===== config.mk =====
export PLATFORM = sky130hd
export DESIGN_NAME = brx_addr_gen
export DESIGN_NICKNAME = d
export VERILOG_FILES = /design/src/rtl/brx_pkg.sv /design/src/rtl/brx_decode.sv /design/src/rtl/brx_target.sv /design/src/rtl/brx_pc_reg.sv /design/src/rtl/brx_addr_gen.sv
export SDC_FILE = /design/constraint.sdc
export NUM_CORES = 1
export LEC_CHECK = 0
export ABC_AREA = 1
export CORE_ASPECT_RATIO = 0.8
export CORE_MARGIN = 1.5
export CORE_UTILIZATION = 35
export CTS_BUF_LIST = sky130_fd_sc_hd__clkbuf_16
export DETAILED_ROUTE_END_ITERATION = 10
export PLACE_DENSITY_LB_ADDON = 0.08
export SETUP_SLACK_MARGIN = 0.02
export SLEW_MARGIN = 25
export SYNTH_ARGS = -nofsm -noshare
export SYNTH_HDL_FRONTEND = slang
export SYNTH_SLANG_ARGS = --single-unit

===== constraint.sdc =====
create_clock -name clk -period 7.07 [get_ports clk]
set_clock_uncertainty 0.2 [all_clocks]
set_input_delay 1.414 -clock clk [delete_from_list [all_inputs] [get_ports clk]]
set_output_delay 1.414 -clock clk [all_outputs]
set_load 0.03 [all_outputs]

===== src/rtl/brx_pkg.sv =====
package brx_pkg;

   localparam int LEN_W = 2;

   typedef enum logic [2:0] {
      CLS_NONE = 3'd0,
      CLS_REL  = 3'd1,
      CLS_PGJ  = 3'd2,
      CLS_PGC  = 3'd3,
      CLS_FAR  = 3'd4,
      CLS_IDXJ = 3'd5,
      CLS_TBLP = 3'd6,
      CLS_TBLC = 3'd7
   } brx_cls_e;

   localparam logic [7:0] OP_SHORT  = 8'h80;
   localparam logic [7:0] OP_FARJ   = 8'h02;
   localparam logic [7:0] OP_FARC   = 8'h12;
   localparam logic [7:0] OP_IDXJ   = 8'h73;
   localparam logic [7:0] OP_TBLP   = 8'h93;
   localparam logic [7:0] OP_TBLC   = 8'h83;
   localparam logic [4:0] PG_JMP_LO = 5'b00001;
   localparam logic [4:0] PG_CAL_LO = 5'b10001;

endpackage


===== src/rtl/brx_decode.sv =====
module brx_decode
   import brx_pkg::*;
#(
   parameter int DW       = 8,
   parameter bit COND_REL = 1'b1
) (
   input  logic [DW-1:0] opc,
   output brx_cls_e      cls
);

   logic cond_hit;

   generate
      if (COND_REL) begin : g_cond
         logic flag_br, cnt_dir, cnt_reg, cmp_br;
         always_comb begin
            flag_br = (opc == 8'h40) || (opc == 8'h50) ||
                      (opc == 8'h60) || (opc == 8'h70);
            cnt_dir = (opc == 8'hD5) || (opc == 8'h10) ||
                      (opc == 8'h20) || (opc == 8'h30);
            cnt_reg = (opc[7:3] == 5'b11011);
            cmp_br  = (opc[7:4] == 4'hB) && (opc[3:2] != 2'b00);
            cond_hit = flag_br || cnt_dir || cnt_reg || cmp_br;
         end
      end else begin : g_nocond
         assign cond_hit = 1'b0;
      end
   endgenerate

   always_comb begin
      cls = CLS_NONE;
      if (opc[4:0] == PG_JMP_LO) begin
         cls = CLS_PGJ;
      end else if (opc[4:0] == PG_CAL_LO) begin
         cls = CLS_PGC;
      end else begin
         unique case (opc)
            OP_SHORT:         cls = CLS_REL;
            OP_FARJ, OP_FARC: cls = CLS_FAR;
            OP_IDXJ:          cls = CLS_IDXJ;
            OP_TBLP:          cls = CLS_TBLP;
            OP_TBLC:          cls = CLS_TBLC;
            default:          cls = cond_hit ? CLS_REL : CLS_NONE;
         endcase
      end
   end

endmodule


===== src/rtl/brx_target.sv =====
module brx_target
   import brx_pkg::*;
#(
   parameter int AW         = 16,
   parameter int DW         = 8,
   parameter int PAGE_W     = 11,
   parameter bit SHARED_ADD = 1'b1
) (
   input  brx_cls_e         cls,
   input  logic [AW-1:0]    instr_addr,
   input  logic [LEN_W-1:0] instr_len,
   input  logic [DW-1:0]    opc,
   input  logic [DW-1:0]    opr1,
   input  logic [DW-1:0]    opr2,
   input  logic [DW-1:0]    acc,
   input  logic [AW-1:0]    ptr_base,
   input  logic [AW-1:0]    want_addr,
   output logic [AW-1:0]    seq_pc,
   output logic [AW-1:0]    jump_tgt,
   output logic [AW-1:0]    code_rd_addr,
   output logic             code_rd_en,
   output logic             page_miss
);

   localparam int HI_W  = AW - PAGE_W;
   localparam int SEL_W = PAGE_W - DW;

   logic [DW-1:0] rel_off;
   logic [AW-1:0] acc_ext, rel_tgt, page_tgt, far_tgt;
   logic [AW-1:0] ptr_sum, pc_sum;

   assign seq_pc   = instr_addr + AW'(instr_len);
   assign rel_off  = (instr_len == LEN_W'(3)) ? opr2 : opr1;
   assign rel_tgt  = seq_pc + {{(AW-DW){rel_off[DW-1]}}, rel_off};
   assign page_tgt = {seq_pc[AW-1 -: HI_W], opc[DW-1 -: SEL_W], opr1};
   assign far_tgt  = {opr1, opr2};
   assign acc_ext  = {{(AW-DW){1'b0}}, acc};

   generate
      if (SHARED_ADD) begin : g_shared
         logic [AW-1:0] idx_base, idx_sum;
         assign idx_base = (cls == CLS_TBLC) ? seq_pc : ptr_base;
         assign idx_sum  = idx_base + acc_ext;
         assign ptr_sum  = idx_sum;
         assign pc_sum   = idx_sum;
      end else begin : g_split
         assign ptr_sum = ptr_base + acc_ext;
         assign pc_sum  = seq_pc + acc_ext;
      end
   endgenerate

   always_comb begin
      jump_tgt = seq_pc;
      unique case (cls)
         CLS_REL:          jump_tgt = rel_tgt;
         CLS_PGJ, CLS_PGC: jump_tgt = page_tgt;
         CLS_FAR:          jump_tgt = far_tgt;
         CLS_IDXJ:         jump_tgt = ptr_sum;
         default:          jump_tgt = seq_pc;
      endcase
   end

   always_comb begin
      code_rd_addr = seq_pc;
      code_rd_en   = 1'b0;
      if (cls == CLS_TBLP) begin
         code_rd_addr = ptr_sum;
         code_rd_en   = 1'b1;
      end else if (cls == CLS_TBLC) begin
         code_rd_addr = pc_sum;
         code_rd_en   = 1'b1;
      end
   end

   assign page_miss = (want_addr[AW-1 -: HI_W] != seq_pc[AW-1 -: HI_W]);

endmodule


===== src/rtl/brx_pc_reg.sv =====
module brx_pc_reg #(
   parameter int          AW       = 16,
   parameter logic [AW-1:0] RESET_PC = '0
) (
   input  logic          clk,
   input  logic          rst_n,
   input  logic          take,
   input  logic [AW-1:0] tgt,
   input  logic [AW-1:0] seq,
   output logic [AW-1:0] pc_q
);

   always_ff @(posedge clk or negedge rst_n) begin
      if (!rst_n) pc_q <= RESET_PC;
      else        pc_q <= take ? tgt : seq;
   end

endmodule


===== src/rtl/brx_addr_gen.sv =====
module brx_addr_gen
   import brx_pkg::*;
#(
   parameter int            AW         = 16,
   parameter int            DW         = 8,
   parameter int            PAGE_W     = 11,
   parameter bit            COND_REL   = 1'b1,
   parameter bit            SHARED_ADD = 1'b1,
   parameter logic [AW-1:0] RESET_PC   = '0
) (
   input  logic              clk,
   input  logic              rst_n,
   input  logic [AW-1:0]     instr_addr,
   input  logic [LEN_W-1:0]  instr_len,
   input  logic [DW-1:0]     opc,
   input  logic [DW-1:0]     opr1,
   input  logic [DW-1:0]     opr2,
   input  logic [DW-1:0]     acc,
   input  logic [AW-1:0]     ptr_base,
   input  logic [AW-1:0]     want_addr,
   input  logic              take,
   output logic [AW-1:0]     seq_pc,
   output logic [AW-1:0]     jump_tgt,
   output logic              is_jump,
   output logic [AW-1:0]     code_rd_addr,
   output logic              code_rd_en,
   output logic              page_miss,
   output logic [2:0]        op_class,
   output logic [AW-1:0]     pc_q
);

   generate
      if (PAGE_W != DW + 3) begin : g_bad_page
         $error("PAGE_W must equal DW + 3 (three page bits ride in the opcode)");
      end
      if (AW <= PAGE_W) begin : g_bad_aw
         $error("AW must exceed PAGE_W");
      end
      if (AW != 2 * DW) begin : g_bad_far
         $error("AW must equal two operand bytes for long targets");
      end
   endgenerate

   brx_cls_e cls;

   brx_decode #(.DW(DW), .COND_REL(COND_REL)) u_dec (
      .opc (opc),
      .cls (cls)
   );

   brx_target #(.AW(AW), .DW(DW), .PAGE_W(PAGE_W), .SHARED_ADD(SHARED_ADD)) u_tgt (
      .cls          (cls),
      .instr_addr   (instr_addr),
      .instr_len    (instr_len),
      .opc          (opc),
      .opr1         (opr1),
      .opr2         (opr2),
      .acc          (acc),
      .ptr_base     (ptr_base),
      .want_addr    (want_addr),
      .seq_pc       (seq_pc),
      .jump_tgt     (jump_tgt),
      .code_rd_addr (code_rd_addr),
      .code_rd_en   (code_rd_en),
      .page_miss    (page_miss)
   );

   brx_pc_reg #(.AW(AW), .RESET_PC(RESET_PC)) u_pc (
      .clk   (clk),
      .rst_n (rst_n),
      .take  (take),
      .tgt   (jump_tgt),
      .seq   (seq_pc),
      .pc_q  (pc_q)
   );

   assign op_class = cls;
   assign is_jump  = (cls == CLS_REL) || (cls == CLS_PGJ) || (cls == CLS_PGC) ||
                     (cls == CLS_FAR) || (cls == CLS_IDXJ);

endmodule


; Yosys cells after proc, flatten, opt, wreduce, memory -nomap -nowiden
; Cells that the tools add are included.
[totals]
elab_cells = 60
output_inout_bits = 70
ff_bits = 16
input_bits = 85
[op_classes]
addsub = 3
n_mux = 12
n_eq_ne = 27
n_reduce_logical = 17
[ops]
columns = operator, n
row1 = 16-bit 2-to-1 mux, 4
row2 = 16-bit case mux with 4 select lines, 1
row3 = 8-bit by 7-bit equality test with 1-bit output (second input constant), 5
row4 = 8-bit equality test (second input constant), 4
row5 = 16-bit adder, 1
row6 = 16-bit by 2-bit adder with 16-bit output, 1
row7 = 16-bit by 8-bit adder with 16-bit output, 1
row8 = 8-bit by 5-bit equality test with 1-bit output (second input constant), 2
row9 = 8-bit by 6-bit equality test with 1-bit output (second input constant), 2
row10 = 3-bit case mux with 5 select lines, 1
row11 = 1-bit logical OR, 13
row12 = 3-bit equality test (second input constant), 4
row13 = 5-bit equality test (second input constant), 2
row14 = 8-bit by 2-bit equality test with 1-bit output (second input constant), 1
row15 = 8-bit 2-to-1 mux, 1
row16 = 3-bit by 2-bit equality test with 1-bit output (second input constant), 2
row17 = 3-bit 2-to-1 mux, 2
row18 = 5-bit by 1-bit equality test with 1-bit output (second input constant), 1
row19 = 5-bit inequality test, 1
row20 = 4-bit equality test (second input constant), 1
row21 = 2-bit OR reduction, 2
row22 = 3-bit by 1-bit equality test with 1-bit output (second input constant), 1
row23 = 1-bit 2-to-1 mux, 3
row24 = 2-bit equality test (second input constant), 1
row25 = other kinds (2), 2

; Logic depth before layout (Yosys ltp)
[depth]
ltp_word = 16
depth_mapped = 27
ltp_nobuf = 26

; By module
; From an unflattened synthesis, not the netlist that was laid out.
[unflattened]
cells_unflattened = 676
hier_area_um2 = 3834.9
[by_module_without_submodules]
columns = mod, cells_per_inst, n_inst, seq_area_each_um2, area_per_inst_um2
row1 = brx_target, 556, 1, 0.0, 2962.8
row2 = brx_pc_reg, 68, 1, 400.4, 644.4
row3 = brx_decode, 47, 1, 0.0, 207.7
row4 = brx_addr_gen, 5, 1, 0.0, 20.0

; Least setup slack after synthesis
; Ideal clock, no wire load.
[synth_path]
path_kind = input -> output
startpoint = input opc[2]
endpoint = output jump_tgt[12]
t_arrival_ns = 4.795
path_stages = 23
required_ns = 5.456
path_slack_ns = 0.661
cell_sequence = inv_1 > nand2_2 > nor2_4 > nand2_2 > nand3_4 > inv_2 > nand3_1 > nand3_1 > buf_2 > a21oi_1 > inv_1 > ha_1 > fa_1 > nand2_1 > nand2_1 > a21oi_1 > o21ai_0 > nand3_2 > nor2_4 > nand2_2 > xor2_2 > nand2_1 > a21boi_1
[synth_via]
elab_chain_cells = 15
elab_cells_between_ends = 42
[synth_lines]
columns = item, line_no
row1 = start: declaration, brx_addr_gen.sv:15  ; input logic [DW-1:0] opc,
row2 = 8-bit by 7-bit equality test with 1-bit output (tied with other cells), brx_decode.sv:17  ; flag_br = (opc == 8'h40) || (opc == 8'h50) ||
row3 = 1-bit logical OR (on tied branches) (2 in a row), "brx_decode.sv:17, brx_decode.sv:19"
row4 = 1-bit logical OR (on tied branches), "brx_decode.sv:18, brx_decode.sv:20"
row5 = 1-bit logical OR (3 in a row), brx_decode.sv:23  ; cond_hit = flag_br || cnt_dir || cnt_reg || cmp_br;
row6 = 1-bit 2-to-1 mux, brx_decode.sv:43  ; default: cls = cond_hit ? CLS_REL : CLS_NONE;
row7 = 3-bit case mux with 5 select lines, brx_decode.sv:37  ; unique case (opc)
row8 = 3-bit 2-to-1 mux, brx_decode.sv:34  ; end else if (opc[4:0] == PG_CAL_LO) begin
row9 = 3-bit 2-to-1 mux (*), brx_decode.sv:32  ; if (opc[4:0] == PG_JMP_LO) begin
row10 = via op_class[0], brx_addr_gen.sv:28  ; output logic [2:0] op_class,
row11 = 3-bit equality test, brx_target.sv:42  ; assign idx_base = (cls == CLS_TBLC) ? seq_pc : ptr_base;
row12 = 16-bit 2-to-1 mux, brx_target.sv:42
row13 = 16-bit by 8-bit adder with 16-bit output, brx_target.sv:43  ; assign idx_sum = idx_base + acc_ext;
row14 = 16-bit case mux with 4 select lines (*), brx_target.sv:54  ; unique case (cls)
row15 = end: declaration, brx_addr_gen.sv:23  ; output logic [AW-1:0] jump_tgt,
; The timed path passes the listed nets; every way through them passes the cells marked *.

; Worst setup path in the final report
[layout_path]
startpoint = input instr_len[0]
endpoint = output jump_tgt[9]
[layout_via]
elab_chain_cells = 4
elab_cells_between_ends = 7
[layout_lines]
columns = item, line_no
row1 = start: declaration, brx_addr_gen.sv:14  ; input logic [LEN_W-1:0] instr_len,
row2 = 16-bit by 2-bit adder with 16-bit output or 2-bit equality test (tied branches), "brx_target.sv:32, brx_target.sv:33"
row3 = 16-bit 2-to-1 mux or 8-bit 2-to-1 mux (tied branches), "brx_target.sv:42, brx_target.sv:33"
row4 = 16-bit by 8-bit adder with 16-bit output or 16-bit adder (tied branches), "brx_target.sv:43, brx_target.sv:34"
row5 = 16-bit case mux with 4 select lines (*), brx_target.sv:54
; Every way passes the cells marked *; elsewhere a longest branch is shown, timed or not.

==> flow_summary.json <==
{
  "status": "finished, final reports clean",
  "die_w_um": 119,
  "rows": 33,
  "relSlewSlack": 0.395,
  "cts_tree": "yes",
  "syn_avg_cell_area_um2": 5.83,
  "synth_edf_count": 0,
  "p_per_area_mw_per_mm2": 129,
  "drc": 0,
  "fmax_mhz": 147,
  "critPathCaptureType": "output port",
  "ant_nets": 0,
  "synth_top_family_by_area": "simple AND/OR/NAND/NOR gates",
  "switching_share": 0.485,
  "use_met3": 0.0563,
  "drt-total-wl_um": 16000,
  "vdd_drop_max_v": 0.0000924,
  "synth_warnings": 0,
  "combPwrFrac": 0.690,
  "cp.required_ns": 5.46,
  "synth_adder_area_share": 0.0988,
  "drv_slew": 0,
  "slowest_delay_ns": 0.48,
  "synthCells": 648,
  "antennaDiodeCount": 0,
  "worstPathMaxFanout": 6,
  "core_area_mm2": 0.0104,
  "finalCriticalPeriod_ns": 6.79,
  "synth_seq_cells": 16,
  "use_met1": 0.358,
  "synthSimpleGateAreaFrac": 0.422,
  "grt_busiest_layer": "met2",
  "power_frac_seq": 0.150,
  "grt_pass1_wl_um": 24700,
  "die_y_um": 95.9,
  "syn_to_final_growth_pct": 46.9,
  "postCtsSetupBuffers": 0,
  "ys_seq_area_frac": 0.106,
  "power_mw": 0.713,
  "critPathKind": "in -> out",
  "power_frac_clock": 0.160,
  "h-tree-depth": 1,
  "clock_path_buffers": 2,
  "drt-initial-drc-count": 318,
  "cpMaxStageDelayCell": "clkdlybuf4s50_1",
  "timing.final.ws_setup_ns": 0.284,
  "synth_top_area_share": 0.180,
  "routedWlPerCell_um": 17.0,
  "synth-xor-area-share": 0.0414,
  "grt_pass1_vias": 4750,
  "route.vias.total": 4916,
  "yosysMostFrequentCell": "nand2_1",
  "antenna_found_initial": 0,
  "cts_sinks": 16,
  "grt_max_degree": 37,
  "critPathArrivalTime_ns": 5.17,
  "layout.nets": 916,
  "start_kind": "input pin",
  "largest_reg_flops": 16,
  "gr-usage-all-layers": 0.281,
  "place_ws_ns": 0.221,
  "hp-class": "in -> async",
  "async_flop_share": 1.00,
  "startpoint": "instr_len[0]",
  "power_leakage_nw": 2.74,
  "cts-root-buf": "clkbuf_16",
  "regMostFlops": "u_pc.pc_q",
  "crit_path_frequent_cell": "inv_1",
  "netlist_top_cells_count": "181 x nand2_1, 95 x inv_1, 48 x nand3_1",
  "dieArea_mm2": 0.0114,
  "drive_above_1_share": 0.143,
  "fill_cells": 1071,
  "synth_compound_area_frac": 0.209,
  "tightest_slew_ns": 0.904,
  "routed_via_density": 5.22,
  "power.internal_mw": 0.367,
  "overflow": 0,
  "ys_types": 56,
  "hold_viol": 0,
  "cap_violations": 0,
  "start_util": 0.364,
  "dpl.hpwl_um": 13700,
  "syn_area_mm2": 0.00377,
  "port_buffers": 143,
  "muxShareOfSynthArea": 0.00298,
  "p_sw_mw": 0.346,
  "firstDrtPassIters": 5,
  "clk_pin_slew_ns": 0.05,
  "synth_top_cell_by_area": "nand2_1",
  "synth_nets": 761,
  "synth_area_leaders": "nand2_1 18%, dfrtp_1 11%, inv_1 9.4%, ha_1 8.3%, nand3_1 6.4%",
  "rsz0062_at_grt": "yes",
  "setup_violations": 0,
  "cts_buffers": 3,
  "cp_cell_sequence": "clkdlybuf4s50_1 -> ha_1 -> fa_2 -> nand3_1 -> nor2_1 -> inv_1 -> nand2_1 -> inv_1 -> ha_1 -> a21oi_1 -> o21a_1 -> nand2_1 -> a21oi_1 -> inv_1 -> or2_2 -> a22oi_1 -> nand4_1 -> buf_4",
  "use_met2": 0.494,
  "finalWeightedCongestion": 0.957,
  "ys.flop_type": "dfrtp_1",
  "finalCritPeriodShare": 0.960,
  "top_regs": "u_pc.pc_q (16)",
  "final.setup.tns_ns": 0,
  "ios": 155
}
==> kinds of logic after synthesis <==
logic type      Yosys count
simple gates            340
compound gates          130
buf+inv                 116
fa+ha+maj                28
xor+xnor                 17
flops                    16
mux                       1
==> worst max path at each step <==
stage / cells past startpoint / end
2_1_floorplan: 23 / jump_tgt[12]
3_3_place_gp: 17 / jump_tgt[9]
3_5_place_dp: 17 / jump_tgt[9]
4_1_cts: 17 / jump_tgt[9]
5_1_grt: 27 / jump_tgt[11]
6_report: 18 / jump_tgt[9]
==> repair_timing <==
action                                 4_1_cts  5_1_grt
setup endpoints to repair                    0       14
gates resized for setup                      0       12
endpoints found under the hold margin        0        0
hold buffers                                 0        0
==> layout by cell type (no fill, tap or decap), types with 4 or more instances in the layout <==
master             n
a21oi_1           39
a221oi_1           5
a22oi_1            4
buf_4             42
clkdlybuf4s50_1  113
dfrtp_1           16
ha_1              24
inv_1             94
inv_2             11
nand2_1          180
nand2_2           16
nand3_1           46
nand3_2            8
nand4_1           14
nor2_1            41
nor2_2             8
nor3_1             8
o21ai_0           42
o21ai_1            8
xor2_1            14
==> worst max-delay path, delay by kind of cell <==
| family | cells | cell delay [ns] |
|---|---|---|
| AO/OA/AOI/OAI | 4 | 0.79 |
| AND/OR/NAND/NOR | 6 | 1.15 |
| adder cells (fa/ha/maj) | 3 | 0.88 |
| buffers and inverters | 5 | 0.94 |
==> per-layer routing <==
layer / vias up / share of wire
met5: - / 0
met4: 0 / 0.018
met3: 19 / 0.077
met2: 203 / 0.46
met1: 2247 / 0.44
li1: 2447 / -
==> layout make-up <==
type | instances | area [µm²] | area share
clock buffer | 3 | 75.1 | 0.0135
clock inverter | 1 | 3.75 | 0.000677
inverter | 105 | 394 | 0.0711
multi-input combinational | 516 | 2950 | 0.532
sequential | 16 | 400 | 0.0722
tap | 140 | 175 | 0.0316
timing repair buffer | 161 | 1540 | 0.278
==> through the flow <==
stage / cell area [µm²] / hold WS, ns / cells / util
after floorplan: 3770 / 0.918 / 648 / -
after global placement: 5430 / 1.68 / 938 / 0.524
after detailed placement: 5430 / 1.71 / 938 / 0.524
after CTS: 5510 / 1.45 / 942 / 0.532
after global routing: 5550 / 1.47 / 942 / 0.535
final: 5550 / 1.42 / 942 / 0.535
==> power groups by stage <==
stage / clock network (mW) / logic [mW] / registers, mW
floorplan: 0 / 0.260 / 0.130
global placement: 0 / 0.483 / 0.109
detailed placement: 0 / 0.485 / 0.109
CTS: 0.113 / 0.488 / 0.107
global route: 0.118 / 0.533 / 0.108
finish: 0.114 / 0.492 / 0.107
Note: power is estimated with default switching activity, not from simulation.
